--- src/rtl/tlb_rand_pkg.sv ---
package tlb_rand_pkg;

    localparam int unsigned SEED_W   = 32;
    localparam int unsigned HALF_W   = SEED_W / 2;
    localparam logic [SEED_W-1:0] LCG_MULT = 32'd314159;
    localparam logic [SEED_W-1:0] LCG_INC  = 32'd1;

    typedef enum logic [1:0] {
        ST_IDLE   = 2'd0,
        ST_LOAD   = 2'd1,
        ST_DIVIDE = 2'd2,
        ST_FINISH = 2'd3
    } rnd_state_e;

endpackage

--- src/rtl/tlb_rand_lcg.sv ---
module tlb_rand_lcg #(
    parameter int unsigned       W    = 32,
    parameter logic [W-1:0]      MULT = 32'd314159,
    parameter logic [W-1:0]      INC  = 32'd1
) (
    input  logic [W-1:0] seed_i,
    output logic [W-1:0] seed_next_o
);

    // Product truncates naturally to W bits: arithmetic is mod 2^W.
    always_comb begin
        seed_next_o = seed_i * MULT + INC;
    end

endmodule

--- src/rtl/tlb_rand_moddiv.sv ---
module tlb_rand_moddiv #(
    parameter int unsigned NUM_W = 16,
    parameter int unsigned DEN_W = 5
) (
    input  logic             clk,
    input  logic             rst,
    input  logic             load_i,
    input  logic [NUM_W-1:0] num_i,
    input  logic [DEN_W-1:0] den_i,
    output logic             last_o,
    output logic [DEN_W-1:0] rem_o
);

    localparam int unsigned CNT_W  = $clog2(NUM_W + 1);
    localparam int unsigned PART_W = DEN_W + 1;

    logic [DEN_W-1:0]  rem_q;
    logic [NUM_W-1:0]  quo_q;
    logic [DEN_W-1:0]  den_q;
    logic [CNT_W-1:0]  cnt_q;
    logic [PART_W-1:0] partial;
    logic [PART_W-1:0] diff;
    logic              take;

    // One restoring step: shift in the next dividend bit, subtract when possible.
    always_comb begin
        partial = {rem_q, quo_q[NUM_W-1]};
        diff    = partial - {1'b0, den_q};
        take    = (partial >= {1'b0, den_q});
    end

    always_ff @(posedge clk) begin
        if (rst) begin
            rem_q <= '0;
            quo_q <= '0;
            den_q <= '0;
            cnt_q <= '0;
        end else if (load_i) begin
            rem_q <= '0;
            quo_q <= num_i;
            den_q <= den_i;
            cnt_q <= CNT_W'(NUM_W);
        end else if (cnt_q != '0) begin
            rem_q <= take ? DEN_W'(diff) : DEN_W'(partial);
            quo_q <= {quo_q[NUM_W-2:0], take};
            cnt_q <= cnt_q - 1'b1;
        end
    end

    assign last_o = (cnt_q == CNT_W'(1));
    assign rem_o  = rem_q;

endmodule

--- src/rtl/tlb_rand_map.sv ---
module tlb_rand_map #(
    parameter int unsigned TLB_SIZE = 16,
    parameter int unsigned WIRED_W  = 5,
    parameter int unsigned SPAN_W   = 5,
    parameter int unsigned IDX_W    = 4
) (
    input  logic [WIRED_W-1:0] wired_i,
    input  logic [SPAN_W-1:0]  rem_i,
    output logic               legal_o,
    output logic [SPAN_W-1:0]  span_o,
    output logic [IDX_W-1:0]   index_o
);

    localparam int unsigned SUM_W = ((SPAN_W > WIRED_W) ? SPAN_W : WIRED_W) + 1;

    logic [SUM_W-1:0] sum;

    always_comb begin
        legal_o = (int'(wired_i) < int'(TLB_SIZE));
        span_o  = legal_o ? SPAN_W'(int'(TLB_SIZE) - int'(wired_i)) : SPAN_W'(1);
        sum     = SUM_W'(rem_i) + SUM_W'(wired_i);
        index_o = legal_o ? IDX_W'(sum) : IDX_W'(TLB_SIZE - 1);
    end

endmodule

--- src/rtl/tlb_rand_index.sv ---
module tlb_rand_index
    import tlb_rand_pkg::*;
#(
    parameter int unsigned TLB_SIZE = 16,
    parameter int unsigned WIRED_W  = 5,
    localparam int unsigned IDX_W   = (TLB_SIZE > 1) ? $clog2(TLB_SIZE) : 1
) (
    input  logic               clk,
    input  logic               rst,
    input  logic               req_i,
    input  logic [WIRED_W-1:0] wired_i,
    output logic [IDX_W-1:0]   index_o,
    output logic               valid_o
);

    localparam int unsigned SPAN_W = $clog2(TLB_SIZE + 1);

    rnd_state_e         state_q;
    rnd_state_e         state_d;
    logic [SEED_W-1:0]  seed_q;
    logic [SEED_W-1:0]  seed_next;
    logic [WIRED_W-1:0] wired_q;
    logic               accept;
    logic               legal;
    logic               div_load;
    logic               div_last;
    logic [SPAN_W-1:0]  span;
    logic [SPAN_W-1:0]  rem;
    logic [IDX_W-1:0]   mapped;

    assign accept   = (state_q == ST_IDLE) && req_i;
    assign div_load = (state_q == ST_LOAD) && legal;

    tlb_rand_lcg #(
        .W    (SEED_W),
        .MULT (LCG_MULT),
        .INC  (LCG_INC)
    ) lcg_i (
        .seed_i      (seed_q),
        .seed_next_o (seed_next)
    );

    tlb_rand_map #(
        .TLB_SIZE (TLB_SIZE),
        .WIRED_W  (WIRED_W),
        .SPAN_W   (SPAN_W),
        .IDX_W    (IDX_W)
    ) map_i (
        .wired_i (wired_q),
        .rem_i   (rem),
        .legal_o (legal),
        .span_o  (span),
        .index_o (mapped)
    );

    tlb_rand_moddiv #(
        .NUM_W (HALF_W),
        .DEN_W (SPAN_W)
    ) div_i (
        .clk    (clk),
        .rst    (rst),
        .load_i (div_load),
        .num_i  (seed_q[SEED_W-1:HALF_W]),
        .den_i  (span),
        .last_o (div_last),
        .rem_o  (rem)
    );

    // Next-state logic
    always_comb begin
        state_d = state_q;
        unique case (state_q)
            ST_IDLE:   if (req_i) state_d = ST_LOAD;
            ST_LOAD:   state_d = legal ? ST_DIVIDE : ST_FINISH;
            ST_DIVIDE: if (div_last) state_d = ST_FINISH;
            ST_FINISH: state_d = ST_IDLE;
            default:   state_d = ST_IDLE;
        endcase
    end

    // State register
    always_ff @(posedge clk) begin
        if (rst) state_q <= ST_IDLE;
        else     state_q <= state_d;
    end

    // Generator state and sampled wired count, touched only on acceptance
    always_ff @(posedge clk) begin
        if (rst) begin
            seed_q  <= '0;
            wired_q <= '0;
        end else if (accept) begin
            seed_q  <= seed_next;
            wired_q <= wired_i;
        end
    end

    // Outputs
    always_ff @(posedge clk) begin
        if (rst) begin
            valid_o <= 1'b0;
            index_o <= '0;
        end else begin
            valid_o <= (state_q == ST_FINISH);
            if (state_q == ST_FINISH) index_o <= mapped;
        end
    end

endmodule

--- config.mk ---
export PLATFORM = sky130hd
export DESIGN_NAME = tlb_rand_index
export DESIGN_NICKNAME = d
export VERILOG_FILES = /design/src/rtl/tlb_rand_pkg.sv /design/src/rtl/tlb_rand_lcg.sv /design/src/rtl/tlb_rand_moddiv.sv /design/src/rtl/tlb_rand_map.sv /design/src/rtl/tlb_rand_index.sv
export SDC_FILE = /design/constraint.sdc
export NUM_CORES = 1
export LEC_CHECK = 0
export ABC_AREA = 1
export BUFFER_PORTS_ARGS = -buffer_cell sky130_fd_sc_hd__buf_2
export CAP_MARGIN = 20
export CORE_MARGIN = 2
export CORE_UTILIZATION = 50
export CTS_CLUSTER_SIZE = 14
export DETAILED_ROUTE_END_ITERATION = 8
export PLACE_DENSITY_LB_ADDON = 0.08
export SLEW_MARGIN = 20
export SYNTH_ARGS = -nofsm -noshare
export SYNTH_HDL_FRONTEND = slang
export SYNTH_HIERARCHICAL = 1
export SYNTH_SLANG_ARGS = --single-unit
--- constraint.sdc ---
create_clock -name clk -period 10.9 [get_ports clk]
set_clock_uncertainty 0.1 [all_clocks]
set_input_delay 2.18 -clock clk [delete_from_list [all_inputs] [get_ports clk]]
set_output_delay 2.18 -clock clk [all_outputs]
set_load 0.02 [all_outputs]
# Yosys cells after proc, flatten, opt, wreduce, memory -nomap -nowiden
# Index checks and enable logic that the tools add are counted.
dict set report totals {
  regBits 75
  input_bits 8
  output_inout_bits 5
  elab_cells 42
}
dict set report classes {
  n_addsub 5
  n_mul 1
  n_lt_le_gt_ge 2
  n_eq_ne 6
  mux 11
  n_reduce_logical 7
}
# cell count
set op_table {}
lappend op_table {{32-bit by 1-bit adder with 32-bit output, second input constant} 1}
lappend op_table {{32-bit by 19-bit multiplier with 32-bit output, second input constant} 1}
lappend op_table {{16-bit two-way mux} 2}
lappend op_table {{5-bit two-way mux} 4}
lappend op_table {{2-bit case mux with 4 select lines} 1}
lappend op_table {{6-bit by 5-bit greater-or-equal comparator with 1-bit output} 1}
lappend op_table {{5-bit by 1-bit equality test with 1-bit output, second input constant} 1}
lappend op_table {{5-bit less-than comparator, second input constant} 1}
lappend op_table {{5-bit nonzero test} 1}
lappend op_table {{5-bit by 1-bit subtractor with 5-bit output, second input constant} 1}
lappend op_table {{5-bit subtractor} 1}
lappend op_table {{5-bit subtractor, first input constant} 1}
lappend op_table {{4-bit adder} 1}
lappend op_table {{2-bit equality test, second input constant} 2}
lappend op_table {{2-bit two-way mux} 2}
lappend op_table {{4-bit two-way mux} 1}
lappend op_table {{2-bit by 1-bit equality test with 1-bit output, second input constant} 1}
lappend op_table {{1-bit logical AND} 2}
lappend op_table {{2-bit zero test} 1}
lappend op_table {{2-bit by 1-bit != test with 1-bit output, second input constant} 1}
lappend op_table {{2-bit != test, second input constant} 1}
lappend op_table {{2-bit AND reduction} 1}
lappend op_table {{2-bit nonzero test} 1}
lappend op_table {{2-bit OR reduction} 1}
lappend op_table {{1-bit two-way mux} 1}

# Longest topological paths before layout
dict set report depth {
  depth_word 3
  depth_mapped 26
  mapped_depth_nobuf 26
}

# By module
# The synthesis kept the hierarchy.
# module n_inst cells_per_inst area_per_inst_um2 seq_area_each_um2
set modules_own_cells {}
lappend modules_own_cells {tlb_rand_lcg 1 1082 8713.4 0.0}
lappend modules_own_cells {tlb_rand_moddiv 1 240 1685.4 620.6}
lappend modules_own_cells {tlb_rand_index 1 209 1675.4 880.8}
lappend modules_own_cells {tlb_rand_map 1 49 282.8 0.0}

# Worst setup path after synthesis
# OpenSTA, ideal clock, no wires.
dict set report synth_timing {
  path_type {register -> register}
  from {register seed_q[14]}
  to {register seed_q[22]}
  setup_ns 0.116
  arrival_ns 4.810
  required_ns 10.684
  path_slack_ns 5.874
  stages_incl_launch_ff 22
  n_path_buf 0
  period_less_slack_ns 5.026
  path_cell_list {dfxtp_1 inv_1 fa_1 inv_1 ha_1 inv_1 fa_1 inv_1 fa_1 fa_1 inv_1 fa_1 inv_1 ha_1 a21oi_1 a21boi_1 o21bai_1 a21oi_1 nand2_1 xor2_1 o21ai_0 nor2_1}
}
dict set report synth_via {
  elab_chain_len 2
}
# item line_no
set synth_lines {}
lappend synth_lines {{from (decl)} tlb_rand_index.sv:20} ;# logic [SEED_W-1:0] seed_q;
lappend synth_lines {{from (signal assigned)} tlb_rand_index.sv:93} ;# seed_q <= seed_next;
lappend synth_lines {{32-bit by 19-bit multiplier with 32-bit output} tlb_rand_lcg.sv:12} ;# seed_next_o = seed_i * MULT + INC;
lappend synth_lines {{32-bit by 1-bit adder with 32-bit output} tlb_rand_lcg.sv:12}
lappend synth_lines {{net seed_next[22]} tlb_rand_index.sv:21} ;# logic [SEED_W-1:0] seed_next;
# The timed path passes the listed nets, and every way through them passes these cells.
# A chain may end at the register's enable or synchronous reset.

# Final worst setup path
# Ends and elaborated chain as after synthesis.

==> impl_metrics.py <==
metrics = {
    "setup_path": {
        "critPathArrivalTime_ps": 5990,
        "crit_fanout": 5,
        "critPathRequiredTime_ps": 11030,
        "ff2ff_setup_slack_ps": 5040,
        "critPathKind": "register to register",
        "path_cells": "inv_1 -> fa_1 -> inv_1 -> ha_1 -> inv_1 -> fa_1 -> inv_1 -> fa_1 -> fa_1 -> inv_1 -> fa_1 -> inv_1 -> ha_1 -> a21oi_1 -> a21boi_1 -> o21bai_1 -> a21oi_1 -> nand2_1 -> xor2_1 -> o21ai_0 -> nor2_1",
        "timing.critical_path.mode_cell": "inv_1",
        "end_kind": "register",
        "cp_slowest_stage_delay_ps": 590,
        "slowest_stage": "fa_1",
        "critPathLaunchType": "register",
    },
    "timing": {
        "setup_viol": 0,
        "layout_min_cycle_time_ps": 5863,
        "maxClockFrequency_ghz": 0.1706,
        "slew_viol_final": 0,
        "tightestPinTransition_ps": 914.0,
        "rsz0062_at_grt": "no",
        "setup_tns_ps": 0,
        "finalHoldViolations": 0,
        "slew_headroom_pct": 38.85,
        "final_min_period_over_clock_period_pct": 53.79,
    },
    "detailed_routing": {
        "wl_met2_um": 14090,
        "highest_layer": "met4",
        "viasPerCell": 4.887,
        "num_vias": 9353,
        "drt_wl_total_um": 30030,
        "first_iter_violations": 411,
        "first_pass_iters": 4,
        "wire_per_inst_um": 15.69,
        "routed-wl-met3_um": 1218,
        "antenna_left": 0,
        "drc": 0,
        "routedLengthMet1_um": 13800,
    },
    "place": {
        "hpwl_um": 25640,
        "gp_congestion": 0.9149,
        "port_buffers": 12,
    },
    "floorplan": {
        "fp.coreArea_mm2": 0.02432,
        "die_area_mm2": 0.02599,
        "ios": 13,
        "die_y_um": 161.2,
        "num_rows": 57,
        "start_util_pct": 50.81,
        "die-width_um": 161.2,
    },
    "synth": {
        "yosysTopAreaCell": "fa_1",
        "yosys_warnings": 6,
        "yosysMostFrequentCell": "inv_1",
        "syn_nets": 1935,
        "ys_types": 42,
        "synthTopCellsByCount": "inv_1, nand2_1, fa_1",
        "syn_area_per_cell_um2": 7.821,
        "synth_top_area_share_pct": 29.97,
        "netlist_instances": 1580,
        "ys_seq_elements": 75,
        "synth.yosys.seq_area_share_pct": 12.15,
        "synth_edf_count": 0,
        "synthTopCellsByArea": "fa_1, ha_1, inv_1",
        "ys.flop_type": "dfxtp_1",
        "async_reset_ff_share_pct": 0,
        "netlist_area_mm2": 0.01236,
    },
    "hold_path": {
        "hold_class": "register to register",
    },
    "clock_tree": {
        "post_cts_buffers": 0,
        "numCtsBuffers": 9,
        "htreeDepth": 3,
        "root_buffer": "clkbuf_16",
        "postCtsHoldBufs": 0,
        "clkTransAtPathRegs_ps": 60,
        "clockBufferDepth": 2,
        "clkLatencyLatePin_ps": 350,
        "tritoncts": "yes",
        "cts.sinks": 75,
        "post_cts_resized": 0,
    },
    "global_route": {
        "grt_overflow": 0,
        "antenna_found_initial": 0,
        "grt_util_all_layers_pct": 24.98,
        "grt_max_degree": 42,
        "grt_pass1_wl_um": 50740,
        "grt_pass1_vias": 10010,
    },
    "finish": {
        "diodes": 0,
        "nFillCells": 2429,
        "area_growth_pct": 5.174,
        "layout-drive-gt1-share_pct": 4.843,
        "nets": 1940,
    },
    "flow_run": {
        "max_cap_violations": 0,
    },
    "status": {
        "status": "completed",
    },
}
-- per-layer routing --
layer | track usage (%) | vias to the layer above
met3 | 3.647 | 49
met5 | 0 | -
met2 | 42.37 | 152
met4 | 8.685 | 0
met1 | 32.77 | 4495
li1 | - | 4657
-- worst max-delay path: cells and delay by family (launching register included) --
family | cells | cell delay (ps)
adder cells (fa/ha/maj) | 7 | 3230
AND/OR/NAND/NOR | 2 | 170
flip-flops | 1 | 510
buffers and inverters | 6 | 530
XOR/XNOR | 1 | 150
AO/OA/AOI/OAI | 5 | 1060
-- flip-flops by register name (all words and copies together), names as in the netlist --
name,count
seed_q,32
div_i/quo_q,16
div_i/cnt_q,5
div_i/den_q,5
div_i/rem_o,5
wired_q,5
index_o,4
state_q,2
valid_o,1
-- path summary, 6_finish.rpt --
path,start,to,cells past startpoint
worst max-delay path,seed_q[14]$_SDFFE_PP0P_,seed_q[22]$_SDFFE_PP0P_,21
worst min-delay path,div_i/quo_q[9]$_SDFFE_PP0P_,div_i/quo_q[9]$_SDFFE_PP0P_,2
worst max register to register,seed_q[14]$_SDFFE_PP0P_,seed_q[22]$_SDFFE_PP0P_,21
worst min register to register,div_i/quo_q[9]$_SDFFE_PP0P_,div_i/quo_q[9]$_SDFFE_PP0P_,2
-- final cells by class --
cell class	instances	area, um^2	share of cell area [%]
timing repair buffer	13	67.56	0.5199
sequential	75	1501	11.55
multi-input combinational	996	8861	68.18
inverter	490	1844	14.19
clock inverter	6	87.58	0.6739
tap	324	405.4	3.119
clock buffer	10	229.0	1.762
-- cell families (layout without fill, tap and decap cells) --
family	after synthesis	after routing	share of synthesized area [%]
buffers and inverters	509	519	16.14
and+or+nand+nor	468	468	15.90
xor gates and xnor gates	36	36	2.552
adders and majority gates	347	347	46.38
DFF	75	75	12.15
muxes	1	1	0.09112
AOI/OAI and AO/OA	144	144	6.794
-- cell usage in the layout (no fill, tap or decap), types with 2 or more instances in the layout --
master and count:
inv_1 479, nand2_1 233, fa_1 185, ha_1 162, nor2_1 142, dfxtp_1 75
nand3_1 54, a21oi_1 48, o21ai_1 35, o21ai_0 29, xor2_1 28, buf_2 12
a21oi_2 11, clkbuf_16 9, inv_2 9, nand2_2 8, xnor2_1 8, nand4_1 8
o21bai_1 7, nor3_1 5, o21ai_2 4, nand3_2 4, nor2_2 3, nand3b_1 3
a21o_1 3, inv_4 2, bufinv_16 2, inv_6 2, clkinv_2 2, a21boi_0 2
-- through the flow --
| step | std cells | utilization, % | setup WS (ps) | area [um^2] | hold slack (ps) |
|---|---|---|---|---|---|
| 6_report | 1914 | 53.44 | 5037 | 13000 | 358.6 |
| 2_1_floorplan | 1580 | - | 5874 | 12360 | 326.8 |
| 5_1_grt | 1914 | 53.44 | 4722 | 13000 | 391.6 |
| 3_3_place_gp | 1898 | 52.14 | 5039 | 12680 | 346.1 |
| 3_5_place_dp | 1898 | 52.14 | 5083 | 12680 | 352.9 |
| 4_1_cts | 1914 | 53.44 | 5050 | 13000 | 362.5 |
Power is not shown: default switching activity piles up to over one toggle a cycle in this logic, so the estimate is an artifact.
